$ cat config.mk
export PLATFORM = sky130hd
export DESIGN_NAME = rdhaz_interlock
export DESIGN_NICKNAME = d
export VERILOG_FILES = /design/src/rtl/ilk_pkg.sv /design/src/rtl/hz_stage_cmp.sv /design/src/rtl/hz_ctrl.sv /design/src/rtl/rdhaz_interlock.sv
export SDC_FILE = /design/constraint.sdc
export NUM_CORES = 1
export LEC_CHECK = 0
export BUFFER_PORTS_ARGS = -buffer_cell sky130_fd_sc_hd__buf_2
export CORE_AREA = 2 2 39 41
export DETAILED_ROUTE_END_ITERATION = 10
export DIE_AREA = 0 0 41 43
export PLACE_DENSITY = 0.76
export SETUP_SLACK_MARGIN = 0.1
export SYNTH_ARGS = -nofsm -noshare
export SYNTH_HDL_FRONTEND = slang
export SYNTH_HIERARCHICAL = 1
export SYNTH_SLANG_ARGS = --single-unit
$ cat constraint.sdc
create_clock -name vclk -period 2.1
set_input_delay 0.42 -clock vclk [all_inputs]
set_output_delay 0.42 -clock vclk [all_outputs]
set_load 0.005 [all_outputs]
$ cat src/rtl/ilk_pkg.sv
package ilk_pkg;

    // Stage positions behind decode, oldest last.
    typedef enum int unsigned {
        STG_ALU = 0,
        STG_MEM = 1,
        STG_WB  = 2
    } stage_e;

    localparam int unsigned NUM_STG = 3;

    // A stage can produce a value only if it holds a real, writing instruction
    // whose destination is not the hard-wired zero register.
    function automatic logic live_writer(input logic vld, input logic we, input logic rd_nonzero);
        return vld & we & rd_nonzero;
    endfunction

    // Stages whose pending write is not yet visible to a decode read.
    function automatic logic [NUM_STG-1:0] blocking_mask(input bit split_rf);
        logic [NUM_STG-1:0] m;
        m = '1;
        if (split_rf) m[STG_WB] = 1'b0;
        return m;
    endfunction

endpackage

$ cat src/rtl/hz_stage_cmp.sv
module hz_stage_cmp #(
    parameter int unsigned RW = 5
) (
    input  logic          vld,
    input  logic          we,
    input  logic [RW-1:0] rd,
    input  logic [RW-1:0] rs_a,
    input  logic [RW-1:0] rs_b,
    output logic          hit_a,
    output logic          hit_b
);
    logic live;

    always_comb begin
        live  = ilk_pkg::live_writer(vld, we, |rd);
        hit_a = live && (rd == rs_a);
        hit_b = live && (rd == rs_b);
    end

    // a zero destination never produces a hit.
    always_comb begin
        if (rd == '0) begin
            p_zero_dst_r4: assert (!hit_a && !hit_b);
        end
    end
endmodule

$ cat src/rtl/hz_ctrl.sv
module hz_ctrl #(
    parameter int unsigned NUM_STG  = 3,
    parameter bit          SPLIT_RF = 1'b1
) (
    input  logic [NUM_STG-1:0] hit_a,
    input  logic [NUM_STG-1:0] hit_b,
    output logic               pc_hold,
    output logic               ifid_hold,
    output logic               ex_bubble
);
    localparam logic [NUM_STG-1:0] MASK = ilk_pkg::blocking_mask(SPLIT_RF);

    logic stall;

    always_comb begin
        stall     = |((hit_a | hit_b) & MASK);
        pc_hold   = stall;
        ifid_hold = stall;
        ex_bubble = stall;
    end
endmodule

$ cat src/rtl/rdhaz_interlock.sv
module rdhaz_interlock #(
    parameter int unsigned RW       = 5,
    parameter bit          SPLIT_RF = 1'b1
) (
    input  logic [RW-1:0] id_rs1,
    input  logic [RW-1:0] id_rs2,
    input  logic          ex_valid,
    input  logic          ex_we,
    input  logic [RW-1:0] ex_rd,
    input  logic          mem_valid,
    input  logic          mem_we,
    input  logic [RW-1:0] mem_rd,
    input  logic          wb_valid,
    input  logic          wb_we,
    input  logic [RW-1:0] wb_rd,
    output logic          pc_hold,
    output logic          ifid_hold,
    output logic          ex_bubble
);
    import ilk_pkg::*;

    localparam int unsigned NS = NUM_STG;

    logic [NS-1:0]         st_vld;
    logic [NS-1:0]         st_we;
    logic [NS-1:0][RW-1:0] st_rd;
    logic [NS-1:0]         hit_a;
    logic [NS-1:0]         hit_b;

    always_comb begin
        st_vld[STG_ALU] = ex_valid;  st_we[STG_ALU] = ex_we;  st_rd[STG_ALU] = ex_rd;
        st_vld[STG_MEM] = mem_valid; st_we[STG_MEM] = mem_we; st_rd[STG_MEM] = mem_rd;
        st_vld[STG_WB]  = wb_valid;  st_we[STG_WB]  = wb_we;  st_rd[STG_WB]  = wb_rd;
    end

    for (genvar s = 0; s < NS; s++) begin : g_cmp
        hz_stage_cmp #(.RW(RW)) u_cmp (
            .vld   (st_vld[s]),
            .we    (st_we[s]),
            .rd    (st_rd[s]),
            .rs_a  (id_rs1),
            .rs_b  (id_rs2),
            .hit_a (hit_a[s]),
            .hit_b (hit_b[s])
        );
    end

    hz_ctrl #(.NUM_STG(NS), .SPLIT_RF(SPLIT_RF)) u_ctrl (
        .hit_a     (hit_a),
        .hit_b     (hit_b),
        .pc_hold   (pc_hold),
        .ifid_hold (ifid_hold),
        .ex_bubble (ex_bubble)
    );

    // Port-level checks on the comparator/control split.
    always_comb begin
        if (ex_valid && ex_we && ex_rd != '0 && (ex_rd == id_rs1 || ex_rd == id_rs2)) begin
            p_alu_hit_stalls_r1: assert (pc_hold && ex_bubble);
        end
        if (mem_valid && mem_we && mem_rd != '0 && mem_rd == id_rs2) begin
            p_mem_src2_stalls_r6: assert (ifid_hold);
        end
        if (SPLIT_RF && !(ex_valid && ex_we) && !(mem_valid && mem_we)) begin
            p_wb_never_blocks_r3: assert (!pc_hold && !ifid_hold && !ex_bubble);
        end
        if (!ex_we && !mem_we && !wb_we) begin
            p_no_writer_free_r5: assert (!ex_bubble);
        end
        if (pc_hold == 1'b1 || pc_hold == 1'b0) begin
            p_outputs_agree_r7: assert (pc_hold == ifid_hold && ifid_hold == ex_bubble);
        end
    end
endmodule

==> flow_summary.ini <==
[outcome]
outcome = finished, violations left
violations_in_the_final_reports = setup timing

[timing]
finalMaxSlewViolations = 0
setup_viol_count_final = 3
setup_repair_after_global_routing_missed_its_margin = true
clock.fmax_mhz = 417.8
fin_crit_sh = 1.140
setup_ws_ns = -0.2936
tightest_slew_ns = 0.3582
finalWorstPathRequiredPeriod_ns = 2.394
final_hold_viol_count = 0
max-slew-margin-rel = 0.7590

[cells_and_area]
register_cell_area_after_layout_sq_um = 0
layout.nets = 101
area_growth_pct = 88.05
layout-drive-gt1-share = 0.6176
n_fill_cell = 149
diodes = 0
layout.clock_buffers = 0
seq_cell_count = 0
layout.core_utilization = 0.3843

[power]
combinationalPowerShare = 1.000
sw_frac_of_total = 0.4182
switching_power_w = 0.00004198
leakage_power_nw = 0.2393
seqPwrFrac = 0
max-vdd-ir-drop_v = 0.00007661
power_report.internal_total_w = 0.00005842
clk_pwr_share = 0
power_density_nw_per_um2 = 188.8

[setup_path]
crit_slowest_cell = sky130_fd_sc_hd__or4_4
critPathMostFrequentCell = sky130_fd_sc_hd__or4_4
setup.worst_path.start = ex_rd[3]
max_stage_delay_ns = 0.53
cp_cell_sequence = buf_6, or4_4, o211ai_2, nor4_2, or4_4, buf_2
worst_setup_path_start_kind = primary input
worst-path-max-fanout = 3
cp.required_ns = 1.68
crit_type = primary input to output pin
setup.worst_path.end_class = output pin
cp-endpoint = pc_hold
data_arrival_time_at_the_worst_slack_endpoint_ns = 1.97

[place]
detailedPlace.worstSlack_ns = -0.3764
buffer_ports.inserted = 27
place_congestion = 0.6816

[grt]
wire_length_of_the_first_global_routing_pass_mm = 1.386
first_global_vias = 377
overflow = 0
grt_util_all_layers = 0.1059
antenna_violations_before_repair = 0
maximum_number_of_pins_on_one_net_before_global_route_repair = 4

[detailed_routing]
drcViolationCount = 0
finalWirelength_um = 848
drt_iter0_markers = 0
drt-pass1-iter-count = 1
vias = 375
final_antenna_net_count = 0
avgRoutedWirePerCell_um = 10.10
viasPerCell = 4.464

[floorplan]
die_height_um = 43
core-area_sq_um = 1384
top_level_ports = 34
site_rows = 14
chipWidth_um = 41
effective_utilization_at_floorplan = 0.2043
die_area_sq_um = 1763

[clock_tree]
post_cts.repair.setup_buffers = 0

[logic_synthesis]
syn-instance-count = 35
ys_warn_count = 6
synthesis.nets = 66
syn-mean-instance-area_sq_um = 8.079
mappedNetlistArea_sq_um = 282.8

[flow_run]
drv.max_cap_violation_count = 0

[min_path]
holdCritPathClass = primary input to output pin
[placed cells by master, fill, tap and decap left out]
master,instances
sky130_fd_sc_hd__buf_2,23
sky130_fd_sc_hd__buf_4,8
sky130_fd_sc_hd__buf_6,4
sky130_fd_sc_hd__nand3_1,4
sky130_fd_sc_hd__nor4_1,2
sky130_fd_sc_hd__nor4_2,2
sky130_fd_sc_hd__o211ai_2,2
sky130_fd_sc_hd__or4_4,3
sky130_fd_sc_hd__xnor2_1,12
sky130_fd_sc_hd__xor2_1,8
[critical path: cells and delay by family]
family,cells,cell delay (ns)
simple gates,3,1.13
buf+inv,2,0.23
compound gates,1,0.19
[layer usage]
| layer | GRT usage | up-vias | wire, um |
|---|---|---|---|
| met1 | 0.1392 | 164 | 332 |
| met3 | 0.005236 | 0 | 97 |
| met2 | 0.1906 | 20 | 418 |
| met4 | 0 | 0 | 0 |
| li1 | - | 191 | - |
| met5 | 0 | - | 0 |
[power by group through the flow]
stage	Sequential (W)	Clock, W	Combinational [W]
floorplan	0	0	0.0000402
finish	0	0	0.000100
detailed placement	0	0	0.0000925
global route	0	0	0.000111
global placement	0	0	0.0000897
CTS	0	0	0.0000949
[worst min path at each step]
stage	startpoint	to	cells after the start
after floorplan	id_rs1[2]	ex_bubble	3
after global placement	id_rs1[2]	pc_hold	5
after detailed placement	id_rs1[2]	ex_bubble	5
after CTS	id_rs1[2]	ex_bubble	5
after global routing	mem_valid	ifid_hold	5
final	mem_valid	ifid_hold	5
[per-stage QoR]
stage	TNS, ns	hold slack, ns	instance area (sq um)	power, W	cells
2_1_floorplan	-0.4881	1.173	286.5	0.00004015	35
5_1_grt	-0.9946	1.481	531.8	0.0001108	84
3_3_place_gp	-1.016	1.419	486.7	0.00008974	84
3_5_place_dp	-1.127	1.480	486.7	0.00009253	84
6_report	-0.8680	1.419	531.8	0.0001004	84
4_1_cts	-1.041	1.511	496.7	0.00009489	84
[final cells by class]
cell class / count / area (sq um) / share of cell area
well taps: 16 / 20.02 / 0.03765
repair buffers: 35 / 220.2 / 0.4141
multi-input cells: 33 / 291.5 / 0.5482
[timing repair]
action | 4_1_cts | 5_1_grt
hold buffers | 0 | 0
resized for setup | 2 | 6
hold endpoints to repair | 0 | 0
setup endpoints to repair | 3 | 3
pin swaps | 5 | 3
No activity file was read; power rests on OpenSTA's default activity.
